[src/rtl/rxf_pkg.sv]
package rxf_pkg;

    localparam int          OCTET_W  = 8;
    localparam int          CRC_W    = 32;
    localparam int          HASH_W   = 6;
    localparam logic [31:0] CRC_POLY = 32'h04C1_1DB6;

    typedef enum logic [1:0] {
        DST_UNICAST = 2'd0,
        DST_GROUP   = 2'd1,
        DST_BCAST   = 2'd2
    } dst_class_e;

    typedef struct packed {
        logic promisc;
        logic bcast;
        logic mcast;
    } rx_cfg_t;

    // Eight serial CRC steps over one octet, LSB first.
    function automatic logic [CRC_W-1:0] crc_octet(input logic [CRC_W-1:0] seed,
                                                   input logic [OCTET_W-1:0] dat);
        logic [CRC_W-1:0] c;
        logic             cy;
        c = seed;
        for (int j = 0; j < OCTET_W; j++) begin
            cy = c[CRC_W-1] ^ dat[j];
            c  = {c[CRC_W-2:0], 1'b0};
            if (cy) c = (c ^ CRC_POLY) | 32'h1;
        end
        return c;
    endfunction

    function automatic dst_class_e classify(input logic grp, input logic ones);
        if (ones)     return DST_BCAST;
        else if (grp) return DST_GROUP;
        else          return DST_UNICAST;
    endfunction

    function automatic logic decide(input rx_cfg_t cfg, input dst_class_e cls,
                                    input logic hit, input logic eq);
        if (cfg.promisc) return 1'b1;
        case (cls)
            DST_BCAST: return cfg.bcast;
            DST_GROUP: return cfg.mcast & hit;
            default:   return eq;
        endcase
    endfunction

endpackage

[src/rtl/rxf_hash_unit.sv]
module rxf_hash_unit
    import rxf_pkg::*;
(
    input  logic               clk,
    input  logic               rst,
    input  logic               clear_i,
    input  logic               take_i,
    input  logic [OCTET_W-1:0] byte_i,
    output logic [HASH_W-1:0]  idx_nxt_o
);

    logic [CRC_W-1:0] crc_q;
    logic [CRC_W-1:0] crc_nxt;

    assign crc_nxt   = crc_octet(crc_q, byte_i);
    assign idx_nxt_o = crc_nxt[CRC_W-1 -: HASH_W];

    always_ff @(posedge clk) begin
        if (rst || clear_i) crc_q <= '1;
        else if (take_i)    crc_q <= crc_nxt;
    end


    crc_idle_chk: assert property (@(posedge clk) disable iff (rst)
        (!take_i && !clear_i) |=> $stable(crc_q));

endmodule

[src/rtl/rxf_dest_cmp.sv]
module rxf_dest_cmp
    import rxf_pkg::*;
#(
    parameter int ADDR_BYTES = 6,
    parameter int POS_W      = 3
)(
    input  logic                          clk,
    input  logic                          rst,
    input  logic                          clear_i,
    input  logic                          take_i,
    input  logic [POS_W-1:0]              pos_i,
    input  logic [OCTET_W-1:0]            byte_i,
    input  logic [ADDR_BYTES*OCTET_W-1:0] station_i,
    output logic                          eq_nxt_o,
    output logic                          ones_nxt_o
);

    logic                eq_q;
    logic                ones_q;
    logic [OCTET_W-1:0]  stn_byte;

    assign stn_byte   = station_i[pos_i*OCTET_W +: OCTET_W];
    assign eq_nxt_o   = eq_q & (byte_i == stn_byte);
    assign ones_nxt_o = ones_q & (&byte_i);

    always_ff @(posedge clk) begin
        if (rst || clear_i) begin
            eq_q   <= 1'b1;
            ones_q <= 1'b1;
        end else if (take_i) begin
            eq_q   <= eq_nxt_o;
            ones_q <= ones_nxt_o;
        end
    end


    eq_drop_chk: assert property (@(posedge clk) disable iff (rst)
        $fell(eq_q) |-> $past(take_i));

endmodule

[src/rtl/rxaddr_filter.sv]
module rxaddr_filter
    import rxf_pkg::*;
#(
    parameter int ADDR_BYTES = 6
)(
    input  logic                          clk,
    input  logic                          rst,
    input  logic                          start_i,
    input  logic                          byte_vld_i,
    input  logic [7:0]                    byte_i,
    input  logic [ADDR_BYTES*8-1:0]       station_addr_i,
    input  logic [(1<<HASH_W)-1:0]        mcast_mask_i,
    input  logic                          promisc_en_i,
    input  logic                          bcast_en_i,
    input  logic                          mcast_en_i,
    output logic                          dec_vld_o,
    output logic                          accept_o,
    output logic                          grp_o
);

    localparam int POS_W = $clog2(ADDR_BYTES + 1);
    localparam logic [POS_W-1:0] LAST_POS = POS_W'(ADDR_BYTES - 1);
    localparam logic [POS_W-1:0] DONE_POS = POS_W'(ADDR_BYTES);

    logic [POS_W-1:0]   pos_q;
    logic               grp_q;
    logic               take, first, last;
    logic [HASH_W-1:0]  idx_nxt;
    logic               eq_nxt, ones_nxt;
    logic [OCTET_W-1:0] mask_byte;
    logic               hit, grp_now;
    rx_cfg_t            cfg;
    dst_class_e         cls;

    assign take  = byte_vld_i && !start_i && (pos_q != DONE_POS);
    assign first = take && (pos_q == '0);
    assign last  = take && (pos_q == LAST_POS);

    rxf_hash_unit u_hash (
        .clk      (clk),
        .rst      (rst),
        .clear_i  (start_i),
        .take_i   (take),
        .byte_i   (byte_i),
        .idx_nxt_o(idx_nxt)
    );

    rxf_dest_cmp #(.ADDR_BYTES(ADDR_BYTES), .POS_W(POS_W)) u_cmp (
        .clk       (clk),
        .rst       (rst),
        .clear_i   (start_i),
        .take_i    (take),
        .pos_i     (pos_q),
        .byte_i    (byte_i),
        .station_i (station_addr_i),
        .eq_nxt_o  (eq_nxt),
        .ones_nxt_o(ones_nxt)
    );

    // Mask byte by index[5:3], bit by index[2:0].
    assign mask_byte = mcast_mask_i[idx_nxt[HASH_W-1:3]*OCTET_W +: OCTET_W];
    assign hit       = mask_byte[idx_nxt[2:0]];
    assign grp_now   = first ? byte_i[0] : grp_q;
    assign cfg       = '{promisc: promisc_en_i, bcast: bcast_en_i, mcast: mcast_en_i};
    assign cls       = classify(grp_now, ones_nxt);

    always_ff @(posedge clk) begin
        if (rst || start_i) pos_q <= '0;
        else if (take)      pos_q <= pos_q + 1'b1;
    end

    always_ff @(posedge clk) begin
        if (rst)        grp_q <= 1'b0;
        else if (first) grp_q <= byte_i[0];
    end

    always_ff @(posedge clk) begin
        if (rst) begin
            dec_vld_o <= 1'b0;
            accept_o  <= 1'b0;
            grp_o     <= 1'b0;
        end else begin
            dec_vld_o <= last;
            if (last) begin
                accept_o <= decide(cfg, cls, hit, eq_nxt);
                grp_o    <= grp_now;
            end
        end
    end


    dec_pulse_chk: assert property (@(posedge clk) disable iff (rst)
        dec_vld_o |=> !dec_vld_o);


    dec_after_byte_chk: assert property (@(posedge clk) disable iff (rst)
        dec_vld_o |-> $past(byte_vld_i) && !$past(start_i));


    pos_bound_chk: assert property (@(posedge clk) disable iff (rst)
        pos_q <= DONE_POS);


    done_hold_chk: assert property (@(posedge clk) disable iff (rst)
        (pos_q == DONE_POS && !start_i) |=> !dec_vld_o);

endmodule

[config.mk]
export PLATFORM = sky130hd
export DESIGN_NAME = rxaddr_filter
export DESIGN_NICKNAME = d
export VERILOG_FILES = /design/src/rtl/rxf_pkg.sv /design/src/rtl/rxf_hash_unit.sv /design/src/rtl/rxf_dest_cmp.sv /design/src/rtl/rxaddr_filter.sv
export SDC_FILE = /design/constraint.sdc
export NUM_CORES = 1
export LEC_CHECK = 0
export ABC_AREA = 1
export BUFFER_PORTS_ARGS = -buffer_cell sky130_fd_sc_hd__buf_2
export CAP_MARGIN = 0
export CORE_MARGIN = 10
export CORE_UTILIZATION = 40
export DETAILED_ROUTE_END_ITERATION = 10
export GPL_TIMING_DRIVEN = 0
export PLACE_DENSITY_LB_ADDON = 0.12
export SLEW_MARGIN = 10
export SYNTH_ARGS = -nofsm -noshare
export SYNTH_HDL_FRONTEND = slang
export SYNTH_HIERARCHICAL = 1
export SYNTH_SLANG_ARGS = --single-unit
export TNS_END_PERCENT = 30
[constraint.sdc]
create_clock -name clk -period 2.91 [get_ports clk]
set_clock_uncertainty 0.15 [all_clocks]
set_input_delay 0.582 -clock clk [delete_from_list [all_inputs] [get_ports clk]]
set_output_delay 0.582 -clock clk [all_outputs]
set_load 0.1 [all_outputs]
==> run metrics, run 1 <==
status complete, no violations; Final #Nets 974; WP depth 20; Via density ~5.0; Die W 121 microns; first-pass iteration count of the detailed router 6; Final Cycle Share 93.7%; syn nets 839; sequential cell area 821 sq um; first-pass GRT wire length 21,800 microns; power density over the cells 383 mW/mm^2; root buf cell clkbuf_8; Syn Std Cell Area 0.00408 sq mm; Post-Syn Instances 708; hpwl dp between 10,000 and 15,000 microns; antenna violations before repair 0; DRC violations left 0; min cycle time layout 2730 ps; Fillers roughly 1,100; R2R setup slack 210 ps; WL final 13,600 microns; number of global-route vias before repair 4,677; DRT iter0 DRCs approximately 340; diode count 0; TritonCTS Buffers 5; Tightest Pin Transition 621 ps; Setup crit start byte_i[1]; Post-synth top cells nand2_1, nand3_1, inv_1; Crit. End Element flip-flop; EDFF count, synth 0; Final Hold Viols 0; routed len/inst 13.9 microns; GRT overflow 0; most common cell in the synthesized netlist nand2_1; Synth async-reset ratio 0%; Hold WC Path Type flip-flop to flip-flop; Vert. Die Dim between 100 and 150 microns; core area just under 0.01 sq mm; share of layout cells above drive strength 1 23.0%; dpl ws -80.0 ps; R2R Path End accept_o; vias post-DR 4,910; Seq cells post-synth 41; R2R depth 19; crit path max-delay cell type xnor2_2; syn avg cell area ~5.8 sq um; worst path bufs/invs 6; worst rel slew slack 58.6%; Top FF cell, synth dfxtp_1; FF-to-FF Start u_hash/crc_q[30]; cts hold-fix bufs 0; GR Util All Layers 17.7%; DIE AREA 0.0146 sq mm; largest stage delay on the critical path ~380 ps; WS Path Type primary input to flip-flop; sequential fraction of the synthesis area between 20% and 30%; Final ANT Viol Nets 0; crit path launch type primary input; I/O pins 130; CP most frequent cell nand2_1; Layout area overhead 22.1%; Area contributors post-synth nand2_1, dfxtp_1, nand3_1; critical-path cell list buf_2, xnor2_2, nand2_1, nand2_2, xnor2_1, inv_1, buf_4, buf_6, clkinv_4, buf_6, nand2_1, nand3_1, nand3_1, nand3_1, nand2_1, nand2_1, nand3_1, nand2_1, nand2_1, a21oi_2; fmax approximately 370 MHz; share of the synthesized area in the top cell type 26.6%; yosys warns 6; Multi-input gate area 0.00276 sq mm; largest net degree at the start of global routing 16; Setup Buffers After CTS 0; WP data required 2980 ps; # setup viols final 0; clk sinks 41; Top delay family on crit path simple AND/OR/NAND/NOR gates; Resized cells post-CTS 0; largest area contributor in the netlist nand2_1; placed insts 970; RSZ-0062 raised after global routing yes; Worst-path clk slew 90 ps; Setup WS post-layout 183 ps; Pwr Total roughly 1900 uW; Critical Path Fanout Max 10; H-tree levels 2; final std cells w/o fill 977; clk_lat worst skew 300 ps; CTS tree done; starting density of the core 41.3%; max-slew violations 0; Routability Congestion 0.870; Max Root-Sink Buffers 2; max cap viols 0; cell leakage power about 0.0027 uW; Peak VDD IR 0.240 mV; CP arrival 2800 ps; Site Rows 36; crit path to accept_o; distinct cell type count after synthesis 37; IO Port Bufs between 100 and 150
sequential cells by signal, indices dropped and copies added, names as in the netlist:
name and flops:
accept_o 1, dec_vld_o 1, grp_o 1, grp_q 1
pos_q 3, u_cmp/eq_q 1, u_cmp/ones_q 1, u_hash/crc_q 32
report_power, final:
group | switching, uW | internal [uW] | leakage [uW] | total, uW
Combinational | 540 | 369 | 0.00231 | 908
Sequential | 17.2 | 581 | 0.000335 | 598
Clock | 228 | 174 | 0.0000447 | 402
final cells by class:
cell class,instances,share of cell area (%)
multi-input cells,565,55.3
flip-flops and latches,41,16.5
repair buffers,129,13.0
inverters,71,5.45
plain buffers,30,4.55
well taps,133,3.34
clock buffers,5,1.38
clock inverters,3,0.503
stage by stage:
| stage | instance area (sq um) | hold slack, ps | TNS [ps] | utilization, % |
|---|---|---|---|---|
| 2_1_floorplan | 4080 | 279 | 0 | - |
| 5_1_grt | 4980 | 367 | -44.0 | 50.5 |
| 3_5_place_dp | 4890 | 311 | -80.0 | 49.6 |
| 4_1_cts | 4980 | 333 | 0 | 50.5 |
| 3_3_place_gp | 4890 | 300 | -87.8 | 49.6 |
| 6_report | 4980 | 327 | 0 | 50.5 |
tightest hold or removal path, delay by kind of cell (launching register included):
| family | cells | cell delay, ps |
|---|---|---|
| and+or+nand+nor | 1 | 50 |
| DFF | 1 | 340 |
| AOI/OAI and AO/OA | 1 | 60 |
worst min-delay path by stage:
stage                     cells after the start    endpoint  startpoint  slack, ps
after floorplan                               2  u_cmp/eq_q  u_cmp/eq_q        280
after global placement                        2  u_cmp/eq_q  u_cmp/eq_q        300
after detailed placement                      2  u_cmp/eq_q  u_cmp/eq_q        310
after CTS                                     2  u_cmp/eq_q  u_cmp/eq_q        330
after global routing                          2  u_cmp/eq_q  u_cmp/eq_q        370
final                                         2  u_cmp/eq_q  u_cmp/eq_q        330
layout by cell type (no fill, tap or decap), types with 3 or more instances in the layout:
cell type | netlist | layout
nand2_1 | 289 | 289
inv_1 | 63 | 63
ha_1 | 4 | 4
o21ai_0 | 18 | 18
nand2_2 | 8 | 8
buf_4 | 11 | 11
nand4_1 | 3 | 3
nand3b_1 | 3 | 3
o21ai_1 | 4 | 4
clkbuf_8 | 0 | 5
nor2_1 | 22 | 22
buf_6 | 9 | 9
inv_2 | 7 | 7
o21a_1 | 5 | 5
nand2_4 | 3 | 3
buf_2 | 4 | 133
xnor2_1 | 12 | 12
nand3_1 | 104 | 104
a21oi_1 | 36 | 36
o211ai_1 | 9 | 9
xor2_1 | 26 | 26
clkbuf_1 | 6 | 5
dfxtp_1 | 41 | 41
or2_2 | 5 | 5
metal layers:
metal | up-vias | GRT usage [%] | wire, microns
li1 | 2513 | - | -
met1 | 2250 | 20.5 | 5800
met2 | 131 | 32.7 | 6740
met3 | 16 | 3.54 | 811
met4 | 0 | 4.07 | 228
met5 | - | 0 | 0
cell families (layout without fill, tap and decap cells):
logic type      count (synthesis)  after routing  synth area share (%)
simple gates                  443            443                  46.5
xor+xnor                       40             40                  8.96
fa+ha+maj                       4              4                  1.23
compound gates                 78             78                  10.9
flops                          41             41                  20.1
buf+inv                       102            238                  12.3
Note: power is estimated with default switching activity, not from simulation.
==> run 2: changes to the inputs <==
Settings changed: CTS_BUF_LIST from default to sky130_fd_sc_hd__clkbuf_4.
==> run metrics, run 2 (synthesized netlist as in run 1, its figures left out) <==
Vert. Die Dim 121 microns (unchanged); core area 0.00986 sq mm (unchanged); worst rel slew slack 59.6% (+1.0 points); vias post-DR 4,877 (-0.67%); clk_lat worst skew 370 ps (+70 ps); RSZ-0062 raised after global routing yes; Max Root-Sink Buffers 2 (unchanged); cts hold-fix bufs 0 (unchanged); root buf cell clkbuf_4; DRC violations left 0 (unchanged); DIE AREA 0.0146 sq mm (unchanged); Crit. End Element flip-flop; TritonCTS Buffers 5 (unchanged); # setup viols final 0 (unchanged); CP most frequent cell nand2_1; Pwr Total 1820 uW (-4.4%); critical-path cell list xor2_2, nand2_1, nand2_2, xnor2_1, inv_1, buf_4, buf_6, clkinv_4, buf_6, nand2_1, nand3_1, nand3_1, nand3_1, nand2_1, nand2_1, nand3_1, nand2_1, nand2_1, a21oi_2; antenna violations before repair 0 (unchanged); share of layout cells above drive strength 1 23.0% (unchanged); CTS tree done; Via density 4.99 (-0.67%); first-pass iteration count of the detailed router 7 (+1); Peak VDD IR 0.219 mV (-8.9%); Site Rows 36 (unchanged); Multi-input gate area 0.00276 sq mm (unchanged); DRT iter0 DRCs 335 (-0.30%); Biggest register u_hash/crc_q; crit path launch type flip-flop; max FFs per register 32 (unchanged); Regs by FF count u_hash/crc_q x32, pos_q x3; worst path bufs/invs 5 (-1); Hold WC Path Type primary input to flip-flop; CP arrival 2860 ps (+60 ps); sequential cell area 821 sq um (unchanged); largest stage delay on the critical path 470 ps (+90 ps); first-pass GRT wire length 21,800 microns (about the same); Die W 121 microns (unchanged); I/O pins 130 (unchanged); starting density of the core 41.3% (unchanged); Worst-path clk slew 140 ps (+50 ps); clk sinks 41 (unchanged); hpwl dp 11,100 microns (unchanged); WL final 13,600 microns (about the same); R2R setup slack 190 ps (-20 ps); Routability Congestion 0.870 (unchanged); WS Path Type flip-flop to flip-flop; GR Util All Layers 17.8% (+0.096 points); max cap viols 0 (unchanged); crit path max-delay cell type dfxtp_1; Final #Nets 974 (unchanged); Tightest Pin Transition 607 ps (-14.9 ps); routed len/inst 13.9 microns (about the same); most frequent cells in the layout nand2_1, buf_2, nand3_1; WP data required 3050 ps (+70 ps); IO Port Bufs 129 (unchanged); diode count 0 (unchanged); Critical Path Fanout Max 10 (unchanged); min cycle time layout 2720 ps (-8.80 ps); Layout area overhead 21.4%; Resized cells post-CTS 0 (unchanged); status complete, no violations; GRT overflow 0 (unchanged); Fillers 1,054 (+0.29%); fmax 368 MHz (+0.32%); Top delay family on crit path simple AND/OR/NAND/NOR gates; H-tree levels 2 (unchanged); most common cell after layout, fill and taps aside nand2_1; cell leakage power 0.00268 uW (-0.48%); Final TNS setup 0 ps (unchanged); power density over the cells 368 mW/mm^2 (-3.8%); largest net degree at the start of global routing 16 (unchanged); Final ANT Viol Nets 0 (unchanged); Final Hold Viols 0 (unchanged); max-slew violations 0 (unchanged); Final Cycle Share 93.4% (-0.30 points); number of global-route vias before repair 4,679 (+0.043%)
run 2: cell count changes in the layout (fill, tap and decap cells not counted):
cell / delta
clkbuf_8: -5
clkbuf_4: +5
run 2: per-layer routing:
| layer | vias to the layer above | global-route usage [%] | wire (microns) |
|---|---|---|---|
| li1 | 2512 | - | - |
| met1 | 2221 | 20.5 | 5750 |
| met2 | 123 | 32.8 | 6740 |
| met3 | 21 | 3.63 | 855 |
| met4 | 0 | 4.45 | 217 |
| met5 | - | 0 | 0 |
run 2: power by group:
| part | total [uW] | internal (uW) | switching (uW) |
|---|---|---|---|
| clock network | 318 | 98.8 | 219 |
| registers | 599 | 581 | 17.2 |
| logic | 907 | 369 | 538 |
| total | 1820 | 1050 | 774 |
run 2: final timing paths:
check | cells past startpoint | endpoint | startpoint
max | 19 | accept_o | u_hash/crc_q[30]
min | 2 | grp_q | rst
max reg2reg | 19 | accept_o | u_hash/crc_q[30]
min reg2reg | 2 | u_cmp/eq_q | u_cmp/eq_q
run 2: stage by stage:
stage               instances  cell area [sq um]  util [%]  setup slack [ps]  hold WS (ps)
global route              977               4950      50.2             -65.0           283
finish                    977               4950      50.2               192           292
global placement          970               4890      49.6             -87.8           300
detailed placement        970               4890      49.6             -80.0           311
floorplan                 708               4080         -               433           279
CTS                       978               4950      50.2              22.5           278
run 2: timing repair:
item,4_1_cts,5_1_grt
hold endpoints to repair,0,0
setup endpoints to repair,0,29
buffers inserted,0,0
run 2: area by class of cell:
type,instances,area share (%)
clock buffers,5,0.759
repair buffers,129,13.0
inverters,71,5.49
clock inverters,3,0.506
well taps,133,3.36
flip-flops and latches,41,16.6
multi-input cells,565,55.7
plain buffers,30,4.58
